### src/rtl/usb_aggr_pkg.sv
package usb_aggr_pkg;

    localparam int LEN_W = 16;
    localparam int PKT_W = 10;
    localparam int PRE_W = 5;

    typedef enum logic [2:0] {
        CL_NONE,
        CL_COUNT,
        CL_SHORT,
        CL_BUF,
        CL_PACKED
    } close_e;

    typedef struct packed {
        logic       hs;
        logic       packed_mode;
        logic [1:0] buf_sel;
    } shape_t;

    function automatic logic [LEN_W:0] pkt_limit(input logic hs);
        return hs ? (LEN_W+1)'(512) : (LEN_W+1)'(64);
    endfunction

    function automatic logic [LEN_W:0] buf_limit(input logic [1:0] sel);
        return (LEN_W+1)'(4096) << sel;
    endfunction

endpackage

### src/rtl/aggr_prescale.sv
module aggr_prescale #(
    parameter int PRE_W = 5
) (
    input  logic clk,
    input  logic rst,
    output logic tick
);
    logic [PRE_W-1:0] div_q;

    always_ff @(posedge clk) begin
        if (rst) div_q <= '0;
        else     div_q <= div_q + PRE_W'(1);
    end

    assign tick = &div_q;
endmodule

### src/rtl/aggr_idle_timer.sv
module aggr_idle_timer #(
    parameter int TMO_W = 8
) (
    input  logic             clk,
    input  logic             rst,
    input  logic             restart,
    input  logic             run,
    input  logic             tick,
    input  logic [TMO_W-1:0] limit,
    output logic             expire
);
    logic [TMO_W-1:0] ticks_q;

    assign expire = run && tick && ((ticks_q + TMO_W'(1)) == limit);

    always_ff @(posedge clk) begin
        if (rst || restart)    ticks_q <= '0;
        else if (run && tick)  ticks_q <= ticks_q + TMO_W'(1);
    end
endmodule

### src/rtl/aggr_close_rule.sv
module aggr_close_rule
    import usb_aggr_pkg::*;
#(
    parameter int CNT_W = 6
) (
    input  shape_t           shape,
    input  logic [CNT_W-1:0] max_aggr,
    input  logic [CNT_W:0]   next_cnt,
    input  logic [LEN_W-1:0] next_len,
    input  logic [PKT_W-1:0] bytes,
    output close_e           why
);
    logic [LEN_W:0] full_sz;
    logic [LEN_W:0] buf_sz;

    assign full_sz = pkt_limit(shape.hs);
    assign buf_sz  = buf_limit(shape.buf_sel);

    always_comb begin
        if (shape.packed_mode)
            why = CL_PACKED;
        else if (next_cnt == ({1'b0, max_aggr} + (CNT_W+1)'(1)))
            why = CL_COUNT;
        else if ((LEN_W+1)'(bytes) < full_sz)
            why = CL_SHORT;
        else if (({1'b0, next_len} + full_sz) > buf_sz)
            why = CL_BUF;
        else
            why = CL_NONE;
    end
endmodule

### src/rtl/usb_aggr_ctrl.sv
module usb_aggr_ctrl
    import usb_aggr_pkg::*;
#(
    parameter int CNT_W = 6,
    parameter int TMO_W = 8
) (
    input  logic             clk,
    input  logic             rst,
    input  logic             pkt_done,
    input  logic [9:0]       pkt_bytes,
    input  logic             cfg_up_en,
    input  logic             cfg_hs,
    input  logic             cfg_packed,
    input  logic [1:0]       cfg_buf_sel,
    input  logic [CNT_W-1:0] cfg_max_aggr,
    input  logic [TMO_W-1:0] cfg_timeout,
    input  logic             flush_ack,
    output logic             flush_req,
    output logic [15:0]      flush_len
);
    shape_t           shape;
    close_e           why;
    logic [CNT_W:0]   acc_cnt;
    logic [LEN_W-1:0] acc_len;
    logic             pend;
    logic             take;
    logic [CNT_W:0]   next_cnt;
    logic [LEN_W-1:0] next_len;
    logic             tick;
    logic             run;
    logic             restart;
    logic             expire;

    assign shape    = '{hs: cfg_hs, packed_mode: cfg_packed, buf_sel: cfg_buf_sel};
    assign take     = pkt_done && cfg_up_en && !pend;
    assign next_cnt = acc_cnt + (CNT_W+1)'(1);
    assign next_len = acc_len + LEN_W'(pkt_bytes);
    assign run      = cfg_up_en && !pend && (acc_cnt != '0) && (cfg_timeout != '0);
    assign restart  = take || !cfg_up_en || (pend && flush_ack);

    aggr_prescale #(.PRE_W(PRE_W)) u_pre (
        .clk  (clk),
        .rst  (rst),
        .tick (tick)
    );

    aggr_idle_timer #(.TMO_W(TMO_W)) u_tmr (
        .clk     (clk),
        .rst     (rst),
        .restart (restart),
        .run     (run),
        .tick    (tick),
        .limit   (cfg_timeout),
        .expire  (expire)
    );

    aggr_close_rule #(.CNT_W(CNT_W)) u_rule (
        .shape    (shape),
        .max_aggr (cfg_max_aggr),
        .next_cnt (next_cnt),
        .next_len (next_len),
        .bytes    (pkt_bytes),
        .why      (why)
    );

    always_ff @(posedge clk) begin
        if (rst || !cfg_up_en) begin
            acc_cnt <= '0;
            acc_len <= '0;
            pend    <= 1'b0;
        end else if (pend) begin
            if (flush_ack) begin
                acc_cnt <= '0;
                acc_len <= '0;
                pend    <= 1'b0;
            end
        end else if (take) begin
            acc_cnt <= next_cnt;
            acc_len <= next_len;
            pend    <= (why != CL_NONE);
        end else if (expire) begin
            pend <= 1'b1;
        end
    end

    assign flush_req = pend;
    assign flush_len = acc_len;
endmodule

### config.mk
export PLATFORM = sky130hd
export DESIGN_NAME = usb_aggr_ctrl
export DESIGN_NICKNAME = d
export VERILOG_FILES = /design/src/rtl/usb_aggr_pkg.sv /design/src/rtl/aggr_prescale.sv /design/src/rtl/aggr_idle_timer.sv /design/src/rtl/aggr_close_rule.sv /design/src/rtl/usb_aggr_ctrl.sv
export SDC_FILE = /design/constraint.sdc
export NUM_CORES = 1
export LEC_CHECK = 0
export BUFFER_PORTS_ARGS = -buffer_cell sky130_fd_sc_hd__buf_2
export CORE_MARGIN = 10
export CORE_UTILIZATION = 60
export CTS_BUF_LIST = sky130_fd_sc_hd__clkbuf_8
export DETAILED_ROUTE_END_ITERATION = 12
export GPL_TIMING_DRIVEN = 1
export PLACE_DENSITY = 0.95
export SLEW_MARGIN = 20
export SYNTH_ARGS = -nofsm -noshare
export SYNTH_HDL_FRONTEND = slang
export SYNTH_SLANG_ARGS = --single-unit
### constraint.sdc
create_clock -name clk -period 7.3 [get_ports clk]
set_input_delay 1.095 -clock clk [delete_from_list [all_inputs] [get_ports clk]]
set_output_delay 1.095 -clock clk [all_outputs]
set_load 0.02 [all_outputs]
* Yosys cells after proc, flatten, opt, wreduce, memory -nomap -nowiden
Index checks and enable logic that the tools add are counted. W data, S select, Z words.
Word-level totals: register bits after elaboration 37, input port bits 33, output and inout port bits 17
Operators by class: mux-type cells 15, reductions and logical operators 20, $add $sub $neg 6, equality and inequality tests 3, shift-type cells 1, order comparisons 2
Operator list (number):
- $mux W16 | 3
- $mux W7 | 3
- $add A16 B17 Y17 | 1
- $gt A17 B17 Y1 | 1
- $lt A10 B17 Y1 | 1
- $shl A13 B2 Y17 const A | 1
- $add A16 B10 Y16 | 1
- $mux W10 | 1
- $mux W3 | 3
- $add A8 B1 Y8 const B | 1
- $eq A8 B8 Y1 | 1
- $logic_and A1 B1 Y1 | 8
- $reduce_bool A8 Y1 | 1
- $add A6 B1 Y7 const B | 1
- $add A7 B1 Y7 const B | 1
- $eq A7 B7 Y1 | 1
- $reduce_bool A7 Y1 | 1
- $add A5 B1 Y5 const B | 1
- $reduce_and A5 Y1 | 1
- $logic_or A1 B1 Y1 | 4
- $mux W1 | 4
- $reduce_bool A3 Y1 | 1
- $logic_not A1 Y1 | 2
- $mux W2 | 1
- 3 further kinds | 3

* Logic depth before layout (Yosys ltp)
depth in word-level cells 10, gate-level depth with buffers 21, gate-level depth less buffers 21

* By module
A second synthesis with hierarchy kept.
Second synthesis, totals: cells, all modules 368, area total of the unflattened synthesis 2956.6 um^2
Modules (own cells, without submodules):
- usb_aggr_ctrl | cells an instance 195, instances 1, area an instance 1606.5 um^2
- aggr_close_rule | cells an instance 82, instances 1, area an instance 600.6 um^2
- aggr_idle_timer | cells an instance 74, instances 1, area an instance 553.0 um^2
- aggr_prescale | cells an instance 17, instances 1, area an instance 196.4 um^2

* Least setup slack after synthesis
No wires, ideal clock.
path type input-to-reg, start point input port pkt_bytes[6], end point register pend, in the netlist flush_req, data required time 7186 ps, setup time 114 ps, setup slack 2330 ps, cell stages on the path 21, buffers on the path 0, arrival time 4856 ps, cell sequence ha_1 > and2_4 > nor3_1 > a21o_4 > nand2_1 > xor2_1 > ha_1 > nor2b_1 > o2111ai_1 > mux2i_1 > nor3_1 > nor3_1 > nand2_1 > xor2_1 > ha_1 > nand4b_1 > nor4_1 > nand3b_1 > nor4_1 > o221ai_1 > a21o_1
Between the ends: cells in the longest elaborated chain, start to end 10, elaborated cells on any way between the ends 11, those cells by class 2 x add/sub; 2 x order compare; 6 x mux; 1 x reduce/logical
Ends and longest elaborated chain:
- start, declared | line usb_aggr_ctrl.sv:10 | input logic [9:0] pkt_bytes,
- $add A16 B10 Y16 | line usb_aggr_ctrl.sv:37 | assign next_len = acc_len + LEN_W'(pkt_bytes);
- $add A16 B17 Y17 | line aggr_close_rule.sv:26 | else if (({1'b0, next_len} + full_sz) > buf_sz)
- $gt A17 B17 Y1 | line aggr_close_rule.sv:26
- $mux W2 | line aggr_close_rule.sv:26
- $mux W3 (*) | line aggr_close_rule.sv:24 | else if ((LEN_W+1)'(bytes) < full_sz)
- $mux W3 (*) | line aggr_close_rule.sv:22 | else if (next_cnt == ({1'b0, max_aggr} + (CNT_W+1)'(1)))
- $mux W3 (*) | line aggr_close_rule.sv:20 | if (shape.packed_mode)
- $reduce_bool A3 Y1 (*) | line usb_aggr_ctrl.sv:80 | pend <= (why != CL_NONE);
- $mux W1 (*) | line usb_aggr_ctrl.sv:77 | end else if (take) begin
- $mux W1 (*) | line usb_aggr_ctrl.sv:71 | end else if (pend) begin
- end signal, assigned | line usb_aggr_ctrl.sv:80
- end, declared | line usb_aggr_ctrl.sv:25 | logic pend;
Every way passes the cells marked *; elsewhere a longest branch is shown, timed or not. A chain may end at the register's enable or synchronous reset.

* Final worst setup path
start point input port pkt_bytes[1], end point register pend, in the netlist flush_req
The elaborated chain is that of the path after synthesis.

==> results.cfg <==
[logic_synthesis]
postSynthCellCount = 363
synth_ff_type = dfxtp_1
yosys.area.top_type_share = 0.2491
synth_cell_types = 56
synth_edf_count = 0
synth_top_cell_by_area = dfxtp_1
avgSynthCellArea_um2 = 8.193
ys_warn_count = 0
synth_area_um2 = 2974
syn_nets = 421
synthTopCellsByArea = dfxtp_1, ha_1, xnor2_1
ys_seq_elements = 37
yosysSeqAreaShare = 0.2491
async_reset_ff_frac = 0

[sta]
fin_tns_setup_ns = 0
rsz0062_at_grt = false
period_needed_ns = 5.482
worstMarginPinSlew_ns = 0.9916
relSlewSlack = 0.3389
skew_ns = 0.006429
hold_ws_ns = 0.4529
period_share = 0.7510
setup_viol = 0
finalMaxSlewViolations = 0
hold_viol = 0
max_freq_mhz = 182.4

[die]
die_h_um = 90.41
die_w_um = 90.41
dieArea_um2 = 8173
fp-row-count = 25
ios = 50
initial_utilization = 0.6255
coreArea_um2 = 4755

[clocking]
cts_num_sinks = 37
cts_buffers = 5
cts_setup_buffers = 0
clkLatencyLatePin_ns = 0.30
h-tree-depth = 2
cts_hold_buf = 0
cts_resized = 0
clockBufferDepth = 2
path_clk_slew_ns = 0.08
cts-root-buf = clkbuf_8
tritoncts = done

[critical_path]
cp.required_ns = 7.49
critical_path_arrival_ns = 5.68
max_stage_delay_ns = 0.39
path_class = input port to flop
crit_fanout = 6
cp-end-kind = flop
critPathTopFamily = simple AND/OR/NAND/NOR gates
crit_chain = buf_2 > ha_1 > a211o_1 > a21oi_2 > a21o_4 > nand2_1 > xor2_1 > ha_1 > nor2b_1 > o2111ai_1 > mux2i_1 > nor3_1 > nor3_1 > nand2_1 > xor2_1 > ha_1 > nand4b_1 > nor4_1 > nand3b_1 > nor4_1 > o221ai_1 > a21o_1
crit_buf_inv = 1
reg2reg_depth = 21
cp.depth = 22
cp_common_cell = ha_1
crit_slowest_cell = ha_1
cp-start-kind = input port

[detailed_routing]
wl_met3_um = 575
wire_per_inst_um = 16.45
drt_iter0_drc = 227
firstDrtPassIters = 5
via_per_inst = 6.044
wl_met2_mm = 3.653
wl_met1_mm = 3.456
top_layer = met4
drc = 0
ant_nets = 0
routed-via-count = 2877
drt-total-wl_mm = 7.830

[finish]
nNetsFinal = 466
drive_gt1_frac = 0.1711
area_delta_synth_final_pct = 12.54
final_common_cell = buf_2
fin_area_um2 = 3347
num_antenna_cells = 0
layout.cells.non_filler = 476
final_util = 0.7039
layout_common_cells = buf_2, nor2_1, dfxtp_1, xnor2_1, nand2_1

[power_and_ir_drop]
peakVddDrop_mv = 0.07399
p_leak_nw = 1.415
power_density_nw_per_um2 = 142.5

[global_routing]
grt_pass1_vias = 2738
grt_pass1_wl_mm = 12.88
antenna_found_initial = 0
grt_overflow = 0
grt_util_all_layers = 0.1849
grt_start_max_net_pins = 19

[placed_design]
hpwl_mm = 6.018
dpl_cell_area_um2 = 3251
gp_congestion = 0.9544
place_inst = 468
portBuffers = 49

[worst_hold_path]
hold_path_depth = 1
hold_path_class = flop to flop

[flow_run]
drv_cap = 0

[status]
status = completed
synthesized netlist by cell type, types with 4 or more instances:
library cell	instances
a21o_1	4
a21oi_1	18
a22o_1	7
a22oi_1	9
and3_1	7
clkbuf_1	7
dfxtp_1	37
ha_1	24
inv_1	8
nand2_1	27
nand2b_1	6
nand3_1	15
nand3b_1	5
nand4_1	4
nor2_1	46
nor2b_1	5
nor3_1	8
nor4_1	7
o21ai_0	10
o221ai_1	4
xnor2_1	30
xor2_1	24
state kept, by name, indices dropped and copies added, names as in the netlist:
signal	count
u_pre.div_q	5
u_tmr.ticks_q	8
flush_len	16
acc_cnt	7
flush_req	1
path summary, 6_finish.rpt:
| kind | start | end | slack [ns] |
|---|---|---|---|
| worst max register to register | flush_len[1]$_SDFFE_PP0P_ | flush_req$_SDFF_PP0_ | 2.37 |
| worst min register to register | u_pre.div_q[0]$_SDFF_PP0_ | u_pre.div_q[0]$_SDFF_PP0_ | 0.45 |
| worst min-delay path | u_pre.div_q[0]$_SDFF_PP0_ | u_pre.div_q[0]$_SDFF_PP0_ | 0.45 |
| worst max-delay path | pkt_bytes[1] | flush_req$_SDFF_PP0_ | 1.82 |
through the flow:
step,power [mW],worst slack [ns]
final,0.4769,1.818
after global routing,0.4963,1.468
after CTS,0.4750,1.887
after detailed placement,0.3206,1.643
after global placement,0.3175,1.973
after floorplan,0.2879,2.330
kinds of logic (layout without fill, tap and decap cells):
logic type	after synthesis	in the layout	synth area share
buffers and inverters	19	65	0.02777
and+or+nand+nor	142	142	0.2352
DFF	37	37	0.2491
adders and majority gates	25	25	0.1077
muxes	4	4	0.01388
xor gates and xnor gates	54	54	0.1590
AOI/OAI and AO/OA	82	82	0.2074
routing by layer:
metal	vias up	track usage
li1	1397	-
met1	1342	0.2289
met2	125	0.3015
met3	13	0.04489
met4	0	0.07029
met5	-	0
area by class of cell:
class                   instances  area (um^2)
well taps                      67        83.83
inverters                       8        30.03
repair buffers                 49        245.2
multi-input cells             307         2151
clock inverters                 2        13.76
clock buffers                   6        82.58
flip-flops and latches         37        740.7
fillers                       376         1408
report_power, final:
part | switching, mW | total, mW | internal, mW
sequential | 0.00421 | 0.210 | 0.206
clock | 0.0811 | 0.158 | 0.0766
combinational | 0.0641 | 0.109 | 0.0448
No activity file was read; power rests on OpenSTA's default activity.
